File: config.mk
export PLATFORM = sky130hd
export DESIGN_NAME = edge_count_unit
export DESIGN_NICKNAME = d
export VERILOG_FILES = /design/src/rtl/ecu_pkg.sv /design/src/rtl/ecu_sync.sv /design/src/rtl/ecu_step_decode.sv /design/src/rtl/ecu_accum.sv /design/src/rtl/ecu_status.sv /design/src/rtl/edge_count_unit.sv
export SDC_FILE = /design/constraint.sdc
export NUM_CORES = 1
export LEC_CHECK = 0
export BUFFER_PORTS_ARGS = -buffer_cell sky130_fd_sc_hd__buf_2
export CORE_ASPECT_RATIO = 0.7
export CORE_MARGIN = 5
export CORE_UTILIZATION = 55
export DETAILED_ROUTE_END_ITERATION = 7
export PLACE_DENSITY = 0.81
export SLEW_MARGIN = 5
export SYNTH_ARGS = -nofsm -noshare
export SYNTH_HDL_FRONTEND = slang
export SYNTH_SLANG_ARGS = --single-unit
export TNS_END_PERCENT = 1
File: constraint.sdc
create_clock -name clk -period 3.4 [get_ports clk]
set_input_delay 0.34 -clock clk [delete_from_list [all_inputs] [get_ports clk]]
set_output_delay 0.34 -clock clk [all_outputs]
set_load 0.01 [all_outputs]
File: src/rtl/ecu_pkg.sv
package ecu_pkg;

  // bit positions of the synchronised pin vector
  localparam int unsigned PIN_A    = 0;
  localparam int unsigned PIN_B    = 1;
  localparam int unsigned PIN_Z    = 2;
  localparam int unsigned PIN_HOLD = 3;
  localparam int unsigned PIN_CNT  = 4;

  // one-hot cause bit positions
  localparam int unsigned CAUSE_HP = 0;
  localparam int unsigned CAUSE_LP = 1;
  localparam int unsigned CAUSE_OV = 2;
  localparam int unsigned CAUSE_UN = 3;
  localparam int unsigned CAUSE_W  = 4;

  // one decoded count action per cycle
  typedef struct packed {
    logic zero;
    logic up;
    logic down;
  } step_t;

  // events produced by the accumulator in the cycle it updates
  typedef struct packed {
    logic hp;
    logic lp;
    logic ov;
    logic un;
  } evt_t;

endpackage

File: src/rtl/ecu_sync.sv
module ecu_sync #(
  parameter int N      = 4,
  parameter int STAGES = 2
) (
  input  logic         clk,
  input  logic         rst_n,
  input  logic [N-1:0] d,
  output logic [N-1:0] q
);

  logic [STAGES-1:0][N-1:0] chain;

  generate
    if (STAGES == 1) begin : g_single
      always_ff @(posedge clk or negedge rst_n) begin
        if (!rst_n) chain <= '0;
        else        chain <= d;
      end
    end else begin : g_multi
      always_ff @(posedge clk or negedge rst_n) begin
        if (!rst_n) chain <= '0;
        else        chain <= {chain[STAGES-2:0], d};
      end
    end
  endgenerate

  assign q = chain[STAGES-1];

endmodule

File: src/rtl/ecu_step_decode.sv
module ecu_step_decode
  import ecu_pkg::*;
(
  input  logic  clk,
  input  logic  rst_n,
  input  logic  a_s,
  input  logic  b_s,
  input  logic  z_s,
  input  logic  hold_s,
  input  logic  run_en,
  output step_t step
);

  logic a_prev;
  logic a_edge;
  logic zero_cond;
  logic gate_ok;

  always_ff @(posedge clk or negedge rst_n) begin
    if (!rst_n) a_prev <= 1'b0;
    else        a_prev <= a_s;
  end

  always_comb begin
    a_edge    = a_s ^ a_prev;
    zero_cond = !a_s && !b_s && z_s;
    gate_ok   = a_edge && !b_s && run_en && !hold_s && !zero_cond;
    step.zero = zero_cond;
    step.up   = gate_ok && a_s;
    step.down = gate_ok && !a_s;
  end

endmodule

File: src/rtl/ecu_accum.sv
module ecu_accum
  import ecu_pkg::*;
#(
  parameter int W = 16
) (
  input  logic         clk,
  input  logic         rst_n,
  input  step_t        step,
  input  logic [W-1:0] preset_lo,
  input  logic [W-1:0] preset_hi,
  output logic [W-1:0] count,
  output evt_t         evt
);

  localparam logic [W-1:0] TOP_POS = {1'b0, {(W-1){1'b1}}};
  localparam logic [W-1:0] TOP_NEG = {1'b1, {(W-1){1'b0}}};
  localparam logic [W-1:0] ONE     = {{(W-1){1'b0}}, 1'b1};

  logic [W-1:0] cnt_q;
  logic [W-1:0] cnt_d;

  always_comb begin
    cnt_d = cnt_q;
    evt   = '0;
    if (step.zero) begin
      cnt_d = '0;
    end else if (step.up) begin
      cnt_d  = cnt_q + ONE;
      evt.ov = (cnt_q == TOP_POS);
      evt.hp = (cnt_d == preset_hi);
    end else if (step.down) begin
      cnt_d  = cnt_q - ONE;
      evt.un = (cnt_q == TOP_NEG);
      evt.lp = (cnt_d == preset_lo);
    end
  end

  always_ff @(posedge clk or negedge rst_n) begin
    if (!rst_n) cnt_q <= '0;
    else        cnt_q <= cnt_d;
  end

  assign count = cnt_q;

endmodule

File: src/rtl/ecu_status.sv
module ecu_status
  import ecu_pkg::*;
(
  input  logic               clk,
  input  logic               rst_n,
  input  logic               irq_en,
  input  evt_t               evt,
  input  logic               clr_lp,
  input  logic               clr_ov,
  input  logic               clr_un,
  output logic               flag_lp,
  output logic               flag_ov,
  output logic               flag_un,
  output logic [CAUSE_W-1:0] cause,
  output logic               irq
);

  localparam int NFLAG = 3;

  logic [NFLAG-1:0]   set_v;
  logic [NFLAG-1:0]   clr_v;
  logic [NFLAG-1:0]   flg_q;
  logic [CAUSE_W-1:0] cause_q;
  logic [CAUSE_W-1:0] cause_d;
  logic               any_evt;
  logic               irq_q;

  assign set_v   = {evt.un, evt.ov, evt.lp};
  assign clr_v   = {clr_un, clr_ov, clr_lp};
  assign any_evt = evt.hp | evt.lp | evt.ov | evt.un;

  // sticky flags: a set in the same cycle beats a clear
  always_ff @(posedge clk or negedge rst_n) begin
    if (!rst_n) begin
      flg_q <= '0;
    end else begin
      for (int i = 0; i < NFLAG; i++) begin
        flg_q[i] <= set_v[i] | (flg_q[i] & ~clr_v[i]);
      end
    end
  end

  // wraparound events outrank preset events
  always_comb begin
    cause_d = cause_q;
    if (irq_en && any_evt) begin
      cause_d = '0;
      if      (evt.ov) cause_d[CAUSE_OV] = 1'b1;
      else if (evt.un) cause_d[CAUSE_UN] = 1'b1;
      else if (evt.lp) cause_d[CAUSE_LP] = 1'b1;
      else             cause_d[CAUSE_HP] = 1'b1;
    end
  end

  always_ff @(posedge clk or negedge rst_n) begin
    if (!rst_n) begin
      cause_q <= '0;
      irq_q   <= 1'b0;
    end else begin
      cause_q <= cause_d;
      irq_q   <= irq_en && any_evt;
    end
  end

  assign flag_lp = flg_q[0];
  assign flag_ov = flg_q[1];
  assign flag_un = flg_q[2];
  assign cause   = cause_q;
  assign irq     = irq_q;

endmodule

File: src/rtl/edge_count_unit.sv
module edge_count_unit
  import ecu_pkg::*;
#(
  parameter int W           = 16,
  parameter int SYNC_STAGES = 2
) (
  input  logic         clk,
  input  logic         rst_n,
  input  logic         a_in,
  input  logic         b_in,
  input  logic         z_in,
  input  logic         hold_in,
  input  logic         run_en,
  input  logic         irq_en,
  input  logic [W-1:0] preset_lo,
  input  logic [W-1:0] preset_hi,
  input  logic         clr_lp,
  input  logic         clr_ov,
  input  logic         clr_un,
  output logic [W-1:0] count,
  output logic         flag_lp,
  output logic         flag_ov,
  output logic         flag_un,
  output logic [3:0]   cause,
  output logic         irq
);

  logic [PIN_CNT-1:0] pins_raw;
  logic [PIN_CNT-1:0] pins_s;
  logic               a_s;
  logic               b_s;
  logic               z_s;
  logic               hold_s;
  step_t              step;
  evt_t               evt;

  always_comb begin
    pins_raw           = '0;
    pins_raw[PIN_A]    = a_in;
    pins_raw[PIN_B]    = b_in;
    pins_raw[PIN_Z]    = z_in;
    pins_raw[PIN_HOLD] = hold_in;
  end

  ecu_sync #(.N(PIN_CNT), .STAGES(SYNC_STAGES)) u_sync (
    .clk   (clk),
    .rst_n (rst_n),
    .d     (pins_raw),
    .q     (pins_s)
  );

  assign a_s    = pins_s[PIN_A];
  assign b_s    = pins_s[PIN_B];
  assign z_s    = pins_s[PIN_Z];
  assign hold_s = pins_s[PIN_HOLD];

  ecu_step_decode u_dec (
    .clk    (clk),
    .rst_n  (rst_n),
    .a_s    (a_s),
    .b_s    (b_s),
    .z_s    (z_s),
    .hold_s (hold_s),
    .run_en (run_en),
    .step   (step)
  );

  ecu_accum #(.W(W)) u_acc (
    .clk       (clk),
    .rst_n     (rst_n),
    .step      (step),
    .preset_lo (preset_lo),
    .preset_hi (preset_hi),
    .count     (count),
    .evt       (evt)
  );

  ecu_status u_stat (
    .clk     (clk),
    .rst_n   (rst_n),
    .irq_en  (irq_en),
    .evt     (evt),
    .clr_lp  (clr_lp),
    .clr_ov  (clr_ov),
    .clr_un  (clr_un),
    .flag_lp (flag_lp),
    .flag_ov (flag_ov),
    .flag_un (flag_un),
    .cause   (cause),
    .irq     (irq)
  );

endmodule

Yosys cells after proc, flatten, opt, wreduce, memory -nomap -nowiden
Index checks and enable logic that the tools add are counted.

Register bits after elaboration: 33. Output and inout port bits: 24.

Add/sub/neg operators: 2. Eq/ne operators: 4. Multiplexer cells: 17. Bitwise gates (word level): 13. Reductions and logical operators: 14.

Operators by type and width (number): $mux W16 (3); $eq A16 B16 Y1 (2); $add A16 B1 Y16 const B (1); $eq A16 B15 Y1 const B (1); $eq A16 B16 Y1 const B (1); $sub A16 B1 Y16 const B (1); $mux W1 (11); $logic_and A1 B1 Y1 (9); $or A1 B1 Y1 (6); $logic_not A1 Y1 (4); $mux W2 (2); $mux W4 (1); $and A1 B1 Y1 (3); $not A1 Y1 (3); $reduce_bool A3 Y1 (1); $xor A1 B1 Y1 (1).

Longest topological paths before layout
Depth after elaboration: 13. Mapped depth: 11. Mapped depth without buffers: 9.

Hierarchy
Synthesis repeated with hierarchy kept, for this count alone.

Cell total of the unflattened synthesis: 311. Area, all modules: 2617.5 um^2.

Modules (own cells, without submodules): ecu_accum (instances 1, cells each 265, area an instance 1988.2 um^2, sequential area each 400.4 um^2); ecu_status (instances 1, cells each 28, area an instance 327.8 um^2, sequential area each 200.2 um^2); ecu_sync (instances 1, cells each 12, area an instance 230.2 um^2, sequential area each 200.2 um^2); ecu_step_decode (instances 1, cells each 6, area an instance 71.3 um^2, sequential area each 25.0 um^2).

Least setup slack after synthesis
OpenSTA, ideal clock, no wires.

Path kind: register to register. Start: register u_acc.cnt_q[0], in the netlist u_acc.count[0]. End: register u_stat.cause_q[1], in the netlist u_stat.cause[1]. Setup time: 65 ps. Data arrival time: 2797 ps. Required time: 3335 ps. Setup slack: 538 ps. Cell stages (with the launch flop): 12. Path buffers: 2. Clock period less this slack: 2862 ps. Cells stage by stage: dfrtp_1 -> buf_2 -> inv_1 -> ha_1 -> or4b_4 -> buf_6 -> nor3_4 -> nand2_1 -> xnor2_1 -> or4_4 -> nor3_2 -> o21a_1.

Cells in the longest elaborated chain, start to end: 9. Elaborated cells between the ends (all ways): 20. Classes of those cells: 2 x add/sub; 4 x eq/ne; 10 x mux; 3 x bitwise; 1 x reduce/logical.

RTL lines: from (decl) (RTL line ecu_accum.sv:19) `logic [W-1:0] cnt_q;`; from (signal assigned) (RTL line ecu_accum.sv:40) `else cnt_q <= cnt_d;`; $sub A16 B1 Y16 (RTL line ecu_accum.sv:32) `cnt_d = cnt_q - ONE;`; $eq A16 B16 Y1 (RTL line ecu_accum.sv:34) `evt.lp = (cnt_d == preset_lo);`; $mux W1 (RTL line ecu_accum.sv:31) `end else if (step.down) begin`; $mux W1 (RTL line ecu_accum.sv:27) `end else if (step.up) begin`; $mux W4 (*) (RTL line ecu_accum.sv:25) `if (step.zero) begin`; $or A1 B1 Y1 (3 in a row) (RTL line ecu_status.sv:30) `assign any_evt = evt.hp | evt.lp | evt.ov | evt.un;`; $logic_and A1 B1 Y1 (RTL line ecu_status.sv:46) `if (irq_en && any_evt) begin`; to (signal assigned) (RTL line ecu_status.sv:60) `cause_q <= cause_d;`; to (decl) (RTL line ecu_status.sv:23) `logic [CAUSE_W-1:0] cause_q;`.

Every way passes the cells marked *; elsewhere a longest branch is shown, timed or not. A chain may end at the register's enable or synchronous reset.

Final worst setup path
Same ends and word-level chain as after synthesis.

==> run_results.csv <==
group,metric,value,unit
outcome,outcome,"finished clean",
detailed_routing,vias,3019,
critical_path,r2r-start,"u_acc.count[0]",
synthesis,ys_ff_latch,33,
synthesis,synth_fp_nets,410,
critical_path,crit_path_end_kind,"register",
synthesis,syn_inst,365,
timing,hold_slack,0.101,ns
critical_path,crit_chain,"inv_1, ha_1, or4b_4, nor3_4, nand2_1, xnor2_1, or4_4, nor3_2, o21a_1",
timing,clock_skew,0.00932,ns
timing,worstMarginPinSlew,0.770,ns
synthesis,syn_avg_cell_area,8.20,µm²
detailed_routing,routed_wirelength,8430,µm
detailed_routing,drc_errors,0,
synthesis,synthFlopType,"dfrtp_1",
clock_network,clk-insertion-delay-late,0.29,ns
hold_path,holdCritPathClass,"input pin to async pin",
layout,nets,459,
critical_path,cp_top_family,"simple AND/OR/NAND/NOR gates",
flow_run,maxCapViolCount,0,
pwr,powerDensity,513,nW/µm²
clock_network,post_cts_resized,0,
floorplanning,initial_utilization,0.569,
synthesis,synth_top_area_cell,"dfrtp_1",
global_routing,gr-total-overflow,0,
synthesis,synth_cell_types,72,
critical_path,required,3.63,ns
synthesis,synth_area_leaders,"dfrtp_1 28%, xnor2_1 7.6%, xor2_1 4.7%, nor2_1 4.0%, o21ai_0 3.7%",
synthesis,syn_area,2990,µm²
synthesis,yosysSeqAreaShare,0.276,
layout,fill_cells,455,
synthesis,synth_top_area_share,0.276,
critical_path,cp-start-kind,"register",
layout,mostFrequentLayoutCell,"buf_2",
global_routing,grt_max_degree,34,
timing,slew_headroom,0.479,
floorplanning,die_x,98.2,µm
synthesis,synth_edf_count,0,
floorplanning,dieArea,7040,µm²
synthesis,async_flop_share,1.00,
layout,postLayoutCoreUtil,0.648,
timing,finalCritPeriodShare,0.925,
critical_path,worst-path-max-fanout,12,
layout,fin_cells,487,
pwr,peakVddDrop,0.288,mV
placed_design,hpwl,6380,µm
critical_path,critPathKind,"register to register",
clock_network,clk_path_buf_depth,2,
layout,layout-drive-gt1-share,0.231,
layout,syn2layout_area_growth,13.9,%
placed_design,numPortBuffers,66,
floorplanning,pin_count,67,
detailed_routing,avgViaCountPerCell,6.20,
critical_path,path_buf_inv,1,
placed_design,gp_congestion,0.913,
detailed_routing,avgRoutedWirePerCell,17.3,µm
timing,slew_viol_final,0,
clock_network,cts-root-buf,"clkbuf_8",
floorplanning,fp.dieH,71.7,µm
clock_network,cts.reportedPaths.clkPinSlew,0.07,ns
pwr,p_leak,0.00150,µW
clock_network,cts_inserted_buffers,5,
detailed_routing,drt_iter0_markers,377,
clock_network,htreeDepth,2,
critical_path,max_stage_delay,0.58,ns
synthesis,yosysWarningCount,0,
floorplanning,fp.coreArea,5260,µm²
critical_path,r2r_slack,0.26,ns
critical_path,r2r-end,"u_stat.cause[1]",
timing,max_freq,318,MHz
global_routing,grt_pass1_wl,13600,µm
clock_network,cts_tree,"yes",
layout,num_antenna_cells,0,
timing,timing.setup.tns,0,ns
clock_network,postCtsSetupBuffers,0,
clock_network,postCtsHoldBufs,0,
critical_path,reg2reg_depth,9,
detailed_routing,postRouteAntennaNets,0,
placed_design,dp.cells,479,
timing,hold_violations,0,
floorplanning,rows,22,
critical_path,slowest_stage,"or4b_4",
detailed_routing,drt_first_pass_iters,6,
timing,finalSetupViolCount,0,
clock_network,clock-sinks,33,
layout,most-common-layout-cells,"66 x buf_2, 33 x dfrtp_1, 32 x nor2_1",
critical_path,worstPathArrival,3.38,ns
global_routing,grt_pass1_vias,2713,
global_routing,antenna_found_initial,0,
timing,period_needed,3.14,ns
global_routing,track_usage,0.240,
timing,rsz0062_at_grt,"no",
[metrics by stage]
step / total power, µW / setup slack, ns / cell area [µm²]
floorplan: 1160 / 0.538 / 2990
global placement: 1320 / 0.501 / 3290
detailed placement: 1340 / 0.338 / 3290
CTS: 1740 / 0.303 / 3410
global route: 1860 / 0.0649 / 3410
finish: 1750 / 0.256 / 3410
[Yosys cell counts (all sizes together), types with 5 or more instances]
library cell,instances
o31ai,10
nor4,11
a21oi,12
inv,12
o21ai,24
buf,15
xor2,16
nand3,11
xnor2,26
clkbuf,13
and3,7
nor2b,10
nand4,11
nor3,12
nor3b,5
dfrtp,33
nor2,33
and2,5
nand2,29
[where the power goes]
| part | leakage (µW) | total (µW) | switching (µW) | internal, µW |
|---|---|---|---|---|
| Clock | 0.0000585 | 390 | 151 | 239 |
| Combinational | 0.00101 | 827 | 485 | 342 |
| Sequential | 0.000434 | 531 | 106 | 425 |
| Total | 0.00150 | 1750 | 742 | 1010 |
[cell type report]
type / count / area [µm²] / share of cell area
multi-input combinational: 292 / 1970 / 0.578
timing repair buffer: 70 / 360 / 0.106
sequential: 33 / 826 / 0.242
clock inverter: 1 / 30.0 / 0.00881
inverter: 12 / 45.0 / 0.0132
clock buffer: 7 / 86.3 / 0.0253
tap: 72 / 90.1 / 0.0264
[cell families after synthesis]
logic type / synth area share
xor+xnor: 0.123
buf+inv: 0.0656
compound gates: 0.216
simple gates: 0.308
mux: 0.00334
flops: 0.276
fa+ha+maj: 0.00836
[worst register-to-register path, stage by stage (launching register included)]
cell,delay (ns)
dfrtp_1,0.52
inv_1,0.11
ha_1,0.31
or4b_4,0.58
nor3_4,0.39
nand2_1,0.12
xnor2_1,0.16
or4_4,0.50
nor3_2,0.23
o21a_1,0.15
[sequential cells by signal, indices dropped and copies added, names as in the netlist]
register and cells:
u_acc.count 16, u_dec.a_prev 1, u_stat.cause 4, u_stat.flg_q 3
u_stat.irq 1, u_sync.chain 4, u_sync.q 4
[per-layer routing]
| layer | share of wire | global-route usage |
|---|---|---|
| met5 | 0 | 0 |
| met4 | 0.012 | 0.0515 |
| met3 | 0.13 | 0.0885 |
| met2 | 0.42 | 0.352 |
| met1 | 0.43 | 0.338 |
[worst max-delay path by stage]
stage              startpoint              end  cells past startpoint
4_1_cts        u_acc.count[0]  u_stat.cause[1]                      9
5_1_grt        u_acc.count[0]  u_stat.cause[1]                      9
3_3_place_gp   u_acc.count[0]  u_stat.cause[1]                      9
6_report       u_acc.count[0]  u_stat.cause[1]                      9
3_5_place_dp   u_acc.count[0]  u_stat.cause[1]                      9
2_1_floorplan  u_acc.count[0]  u_stat.cause[1]                     11
Note: power is estimated with default switching activity, not from simulation.
